<file path="src/rtl/flyby_dma_pkg.sv">
package flyby_dma_pkg;

  typedef enum logic [1:0] {
    DIR_DEV2MEM = 2'b00,
    DIR_MEM2DEV = 2'b01,
    DIR_MEM2MEM = 2'b10,
    DIR_RSVD    = 2'b11
  } dir_e;

  typedef enum logic [1:0] {
    MODE_SINGLE = 2'b00,
    MODE_BLOCK  = 2'b01,
    MODE_DEMAND = 2'b10,
    MODE_RSVD   = 2'b11
  } mode_e;

  typedef enum logic [2:0] {
    ST_IDLE,
    ST_WAIT,
    ST_ARB,
    ST_XFER,
    ST_DROP
  } state_e;

  typedef struct packed {
    mode_e mode;
    dir_e  dir;
  } chan_cfg_t;

  localparam logic [1:0] SEL_ADDR = 2'd0;
  localparam logic [1:0] SEL_CNT  = 2'd1;
  localparam logic [1:0] SEL_CTL  = 2'd2;

  localparam int CTL_DIR_LSB  = 0;
  localparam int CTL_MODE_LSB = 2;
  localparam int CTL_GO_BIT   = 4;

endpackage

</file>
<file path="src/rtl/dma_cfg_regs.sv">
module dma_cfg_regs
  import flyby_dma_pkg::*;
#(
  parameter int ADDR_W = 16,
  parameter int CNT_W  = 10,
  parameter int CFG_W  = 16
) (
  input  logic              clk,
  input  logic              rst,
  input  logic              cfg_we,
  input  logic [1:0]        cfg_sel,
  input  logic [CFG_W-1:0]  cfg_wdata,
  input  logic              busy,
  output logic [ADDR_W-1:0] start_addr,
  output logic [CNT_W-1:0]  item_cnt,
  output chan_cfg_t         cfg_q,
  output logic              arm,
  output logic              err
);

  localparam int CTL_W = CTL_GO_BIT + 1;

  logic  locked;
  logic  go;
  dir_e  new_dir;
  mode_e new_mode;
  logic  dir_ok;
  logic  mode_ok;
  logic  cnt_ok;

  assign locked   = busy | arm;
  assign go       = cfg_wdata[CTL_GO_BIT];
  assign new_dir  = dir_e'(cfg_wdata[CTL_DIR_LSB +: 2]);
  assign new_mode = mode_e'(cfg_wdata[CTL_MODE_LSB +: 2]);
  assign dir_ok   = (new_dir == DIR_DEV2MEM) || (new_dir == DIR_MEM2DEV);
  assign mode_ok  = (new_mode != MODE_RSVD);
  assign cnt_ok   = (item_cnt != '0);

  generate
    if (CFG_W < ADDR_W || CFG_W < CNT_W || CFG_W < CTL_W) begin : g_bad_width
      initial $error("dma_cfg_regs: CFG_W too narrow");
    end
  endgenerate

  always_ff @(posedge clk) begin
    if (rst) begin
      start_addr <= '0;
      item_cnt   <= '0;
      cfg_q      <= '{mode: MODE_SINGLE, dir: DIR_DEV2MEM};
      arm        <= 1'b0;
      err        <= 1'b0;
    end else begin
      arm <= 1'b0;
      if (cfg_we && !locked) begin
        case (cfg_sel)
          SEL_ADDR: start_addr <= cfg_wdata[ADDR_W-1:0];
          SEL_CNT:  item_cnt   <= cfg_wdata[CNT_W-1:0];
          SEL_CTL: begin
            cfg_q.dir  <= new_dir;
            cfg_q.mode <= new_mode;
            if (go) begin
              if (dir_ok && mode_ok && cnt_ok) begin
                arm <= 1'b1;
                err <= 1'b0;
              end else begin
                err <= 1'b1;
              end
            end
          end
          default: ;
        endcase
      end
    end
  end

endmodule

</file>
<file path="src/rtl/dma_addr_cnt.sv">
module dma_addr_cnt #(
  parameter int ADDR_W = 16,
  parameter int CNT_W  = 10
) (
  input  logic              clk,
  input  logic              rst,
  input  logic              load,
  input  logic [ADDR_W-1:0] load_addr,
  input  logic [CNT_W-1:0]  load_cnt,
  input  logic              step,
  output logic [ADDR_W-1:0] addr,
  output logic              last
);

  localparam logic [ADDR_W-1:0] ADDR_INC = ADDR_W'(1);
  localparam logic [CNT_W-1:0]  CNT_ONE  = CNT_W'(1);

  logic [CNT_W-1:0] remain_q;

  always_ff @(posedge clk) begin
    if (rst) begin
      addr     <= '0;
      remain_q <= '0;
    end else if (load) begin
      addr     <= load_addr;
      remain_q <= load_cnt;
    end else if (step) begin
      addr     <= addr + ADDR_INC;
      remain_q <= remain_q - CNT_ONE;
    end
  end

  assign last = (remain_q == CNT_ONE);

endmodule

</file>
<file path="src/rtl/dma_seq_fsm.sv">
module dma_seq_fsm
  import flyby_dma_pkg::*;
(
  input  logic  clk,
  input  logic  rst,
  input  logic  arm,
  input  mode_e mode,
  input  logic  dev_req,
  input  logic  bus_gnt,
  input  logic  last,
  output logic  bus_req,
  output logic  step,
  output logic  busy,
  output logic  done,
  output logic  irq
);

  state_e state_q;
  state_e state_d;
  logic   finish;

  assign step    = (state_q == ST_XFER) && bus_gnt;
  assign bus_req = (state_q == ST_ARB) || (state_q == ST_XFER);
  assign busy    = (state_q != ST_IDLE);
  assign finish  = step && last;

  always_comb begin
    state_d = state_q;
    case (state_q)
      ST_IDLE: if (arm) state_d = ST_WAIT;
      ST_WAIT: if (dev_req) state_d = ST_ARB;
      ST_ARB:  if (bus_gnt) state_d = ST_XFER;
      ST_XFER: begin
        if (!bus_gnt) begin
          state_d = ST_ARB;
        end else if (last) begin
          state_d = ST_IDLE;
        end else begin
          case (mode)
            MODE_SINGLE: state_d = ST_DROP;
            MODE_BLOCK:  state_d = ST_XFER;
            MODE_DEMAND: state_d = dev_req ? ST_XFER : ST_WAIT;
            default:     state_d = ST_IDLE;
          endcase
        end
      end
      ST_DROP: if (!dev_req) state_d = ST_WAIT;
      default: state_d = ST_IDLE;
    endcase
  end

  always_ff @(posedge clk) begin
    if (rst) begin
      state_q <= ST_IDLE;
      done    <= 1'b0;
      irq     <= 1'b0;
    end else begin
      state_q <= state_d;
      irq     <= finish;
      if (arm) done <= 1'b0;
      else if (finish) done <= 1'b1;
    end
  end

endmodule

</file>
<file path="src/rtl/flyby_dma_chan.sv">
module flyby_dma_chan
  import flyby_dma_pkg::*;
#(
  parameter int ADDR_W = 16,
  parameter int CNT_W  = 10,
  parameter int CFG_W  = 16
) (
  input  logic              clk,
  input  logic              rst,
  input  logic              cfg_we,
  input  logic [1:0]        cfg_sel,
  input  logic [CFG_W-1:0]  cfg_wdata,
  input  logic              dev_req,
  output logic              dev_ack,
  output logic              bus_req,
  input  logic              bus_gnt,
  output logic [ADDR_W-1:0] mem_addr,
  output logic              mem_rd,
  output logic              mem_wr,
  output logic              busy,
  output logic              done,
  output logic              irq,
  output logic              err
);

  logic [ADDR_W-1:0] start_addr;
  logic [CNT_W-1:0]  item_cnt;
  chan_cfg_t         cfg_q;
  logic              arm;
  logic              step;
  logic              cnt_last;
  mode_e             run_mode;

  assign run_mode = cfg_q.mode;

  dma_cfg_regs #(.ADDR_W(ADDR_W), .CNT_W(CNT_W), .CFG_W(CFG_W)) regs_i (
    .clk(clk), .rst(rst), .cfg_we(cfg_we), .cfg_sel(cfg_sel),
    .cfg_wdata(cfg_wdata), .busy(busy), .start_addr(start_addr),
    .item_cnt(item_cnt), .cfg_q(cfg_q), .arm(arm), .err(err)
  );

  dma_addr_cnt #(.ADDR_W(ADDR_W), .CNT_W(CNT_W)) dp_i (
    .clk(clk), .rst(rst), .load(arm), .load_addr(start_addr),
    .load_cnt(item_cnt), .step(step), .addr(mem_addr), .last(cnt_last)
  );

  dma_seq_fsm seq_i (
    .clk(clk), .rst(rst), .arm(arm), .mode(run_mode), .dev_req(dev_req),
    .bus_gnt(bus_gnt), .last(cnt_last), .bus_req(bus_req), .step(step),
    .busy(busy), .done(done), .irq(irq)
  );

  assign dev_ack = step;
  assign mem_wr  = step && (cfg_q.dir == DIR_DEV2MEM);
  assign mem_rd  = step && (cfg_q.dir == DIR_MEM2DEV);

endmodule

</file>
<file path="config.mk">
export PLATFORM = sky130hd
export DESIGN_NAME = flyby_dma_chan
export DESIGN_NICKNAME = d
export VERILOG_FILES = /design/src/rtl/flyby_dma_pkg.sv /design/src/rtl/dma_cfg_regs.sv /design/src/rtl/dma_addr_cnt.sv /design/src/rtl/dma_seq_fsm.sv /design/src/rtl/flyby_dma_chan.sv
export SDC_FILE = /design/constraint.sdc
export NUM_CORES = 1
export LEC_CHECK = 0
export ABC_AREA = 1
export BUFFER_PORTS_ARGS = -buffer_cell sky130_fd_sc_hd__buf_2
export CAP_MARGIN = 10
export CORE_UTILIZATION = 45
export CTS_CLUSTER_SIZE = 25
export DETAILED_ROUTE_END_ITERATION = 10
export GPL_TIMING_DRIVEN = 0
export PLACE_DENSITY_LB_ADDON = 0.08
export RECOVER_POWER = 50
export SETUP_SLACK_MARGIN = 0.4
export SLEW_MARGIN = 20
export SYNTH_ARGS = -nofsm -noshare
export SYNTH_HDL_FRONTEND = slang
export SYNTH_SLANG_ARGS = --single-unit
</file>
<file path="constraint.sdc">
create_clock -name clk -period 1.6 [get_ports clk]
set_clock_uncertainty 0.2 [all_clocks]
set_input_delay 0.16 -clock clk [delete_from_list [all_inputs] [get_ports clk]]
set_output_delay 0.16 -clock clk [all_outputs]
set_load 0.01 [all_outputs]
</file>
==> results.md <==
* Status: finished with violations
* Failing checks: negative hold slack, negative setup slack
* Peak VDD IR at 0.565 mV
* Combinational power share at 0.103
* Seq/Total Area, Yosys at 0.392
* Core area at 0.00687 mm2
* HPWL Detailed at 6480 um
* Syn Area/Cell at 6.53 um2
* Clock root buffer master: clkbuf_8
* CTS tree: yes
* Initial antenna violation count at 0
* CP startpoint kind: flip-flop
* Area growth, synth to finish at 52.3%
* Total die area at approximately 0.0075 mm2
* GRT Total Usage at 0.289
* Worst slack at placement at -0.0885 ns
* Starting Density at 0.469
* Post-DRT Antenna Nets at 0
* Fraction of registers with async set or reset after synthesis at 0
* Drt first pass iters at 5
* Nets@finish at 630
* Clk network pwr share at 0.436
* Pins Over Slew Limit at 0
* Commonest non-fill, non-tap cells in the layout: nor2_1 (91), nand2_1 (87), dfxtp_1 (50)
* Row count at 30
* Post-synthesis compound-gate area fraction at 0.141
* Final setup margin at -0.0732 ns
* Pin count of the biggest net entering global routing at 12
* Final setup vio count at 22
* Die extent in y at 86.6 um
* Crit. End Element: flip-flop
* CP arrival at 1.74 ns
* Vias per inst at between 5 and 6
* H-Tree Depth at 3
* Hold path cells at 4
* Clock transition at path regs at 0.08 ns
* Sequential Power Share at 0.461
* Max-Cap Viols at 0
* Via Count at 3703
* Multiplexer share of the synthesized area at 0
* DR WL/cell at 14.8 um
* Placed cells at 634
* YS warnings at 0
* IO Pins at 47
* Total CTS buffers at 9
* Mapped Cells at 493
* Post-synth EDFFs at 0
* Leakage at 1.94 nW
* Hold Buf Count CTS at 18
* Unique masters post-synth at 32
* Post-synthesis register bit count at 63
* Worst slew margin at 0.534
* Period utilisation layout at 1.05
* Gpl congestion at 0.843
* Worst-path fanout max at 6
* Post-Synth Simple-Gate Area at 0.336
* Syn Nets at roughly 520
* Antenna Cells at 0
* Drt total wl at a little over 10000 um
* Post-synthesis adder-cell area fraction at 0.0194
* Predominant post-synthesis flop cell: dfxtp_1
* Clock sink total at 63
* Fin crit period at 1.67 ns
* Max Root-Sink Buffers at 2
* Net switching power at slightly above 900 uW
* RSZ-0062 raised after global routing: yes
* Global route total overflow at 0
* XOR/XNOR Fraction of Synth Area at 0.0190
* DRC errors left at 0
* Vias in the first global route at approximately 3400
* Worst hold path type: input port to flip-flop
* Combinational family with the most area after synthesis: simple AND/OR/NAND/NOR gates
* First-pass GRT wire length at roughly 16000 um
* Port Buf Inserts at 45
* WHS at -0.0323 ns
* Worst-Margin Slew at 0.699 ns
* Sw frac at 0.258
* Critical path class: flip-flop to flip-flop
* Commonest non-fill, non-tap cell in the layout: nor2_1
* Horiz. Die Dim at between 80 and 90 um
* DRT iter0 DRCs at 221
* Power per Cell Area at 720 mW/mm2
* Mapped cell area at about 0.0032 mm2
* Worst-Skew Late Latency at 0.35 ns
* Internal at 2.62 mW
* Worst Reg-to-Reg Cells at 7
* Final Hold Viols at 2
* Final non-filler cell total at 703
* Fmax achieved at 598 MHz
* Req. time, crit path at 1.67 ns
* Layout cells sized above 1 at 0.359
[registers in the layout, indices dropped and copies added, names as in the netlist]
| signal | count |
|---|---|
| dp_i.addr | 16 |
| seq_i.state_q | 3 |
| regs_i.start_addr | 16 |
| regs_i.item_cnt | 10 |
| seq_i.done | 1 |
| regs_i.arm | 1 |
| seq_i.irq | 1 |
| dp_i.remain_q | 10 |
| regs_i.cfg_q | 4 |
| regs_i.err | 1 |
[through the flow]
step	total power [mW]	hold slack (ns)	utilization	instance area, um2	TNS [ns]
2_1_floorplan	1.81	0.0949	-	3350	0
3_3_place_gp	1.89	0.193	0.538	3690	-0.346
3_5_place_dp	1.90	0.199	0.538	3690	-1.03
4_1_cts	3.51	-0.0449	0.689	4740	-0.0736
5_1_grt	3.64	-0.0322	0.714	4900	-2.90
6_report	3.53	-0.0323	0.714	4900	-0.759
[worst max-delay path, stage by stage (launching register included)]
cell and delay (ns):
dfxtp_4 0.37, inv_6 0.07, nand4_4 0.15, buf_6 0.19, nor2_4 0.23, buf_6 0.17
nand2_2 0.06, a31oi_1 0.15
[final cells by class]
| class | count | area [um2] |
|---|---|---|
| multi-input combinational | 358 | 2050 |
| clock inverter | 7 | 86.3 |
| clock buffer | 9 | 124 |
| inverter | 56 | 240 |
| sequential | 63 | 1300 |
| tap | 96 | 120 |
| buffer | 17 | 130 |
| fill | 573 | 1960 |
| timing repair buffer | 97 | 847 |
[power groups by stage]
stage	logic (mW)	registers (mW)	clock network, mW
floorplan	0.155	1.65	0
global placement	0.233	1.66	0
detailed placement	0.237	1.66	0
CTS	0.336	1.62	1.55
global route	0.399	1.63	1.61
finish	0.365	1.63	1.54
[Yosys cell counts, drive strengths merged (5+ instances only)]
cell / n / area share
dfxtp: 63 / 0.39
o21ai: 54 / 0.084
clkbuf: 9 / 0.010
ha: 5 / 0.019
buf: 8 / 0.017
nand4: 7 / 0.020
a21oi: 23 / 0.036
nor2: 112 / 0.13
clkinv: 6 / 0.0074
nand3: 35 / 0.054
xor2: 6 / 0.016
nand2: 98 / 0.12
inv: 50 / 0.058
a31oi: 6 / 0.012
[kinds of logic (layout without fill, tap and decap cells)]
| kind of cell | count (synthesis) | count (layout) |
|---|---|---|
| AND/OR/NAND/NOR | 258 | 259 |
| AO/OA/AOI/OAI | 87 | 87 |
| buffers and inverters | 73 | 186 |
| flip-flops | 63 | 63 |
| XOR/XNOR | 7 | 7 |
| adder cells (fa/ha/maj) | 5 | 5 |
[timing repair]
item,4_1_cts,5_1_grt
resized for setup,119,45
setup endpoints to repair,84,86
pin swaps,25,22
hold endpoints to repair,35,1
gates cloned,7,0
setup buffers,20,8
[routing by layer]
metal  vias up  global-route usage  share of wire
li1       1802                   -              -
met1      1734               0.382           0.45
met2       138               0.446           0.46
met4         0               0.152          0.031
met5         -                   0              0
met3        29              0.0562          0.060
[final timing paths]
check	start	end	slack (ns)
max reg2reg	seq_i.state_q[2]	dp_i.addr[1]	-0.07
min	cfg_wdata[2]	regs_i.arm	-0.03
min reg2reg	seq_i.done	seq_i.done	0.26
max	seq_i.state_q[2]	dp_i.addr[1]	-0.07
Power figures use the tool's default switching activity.
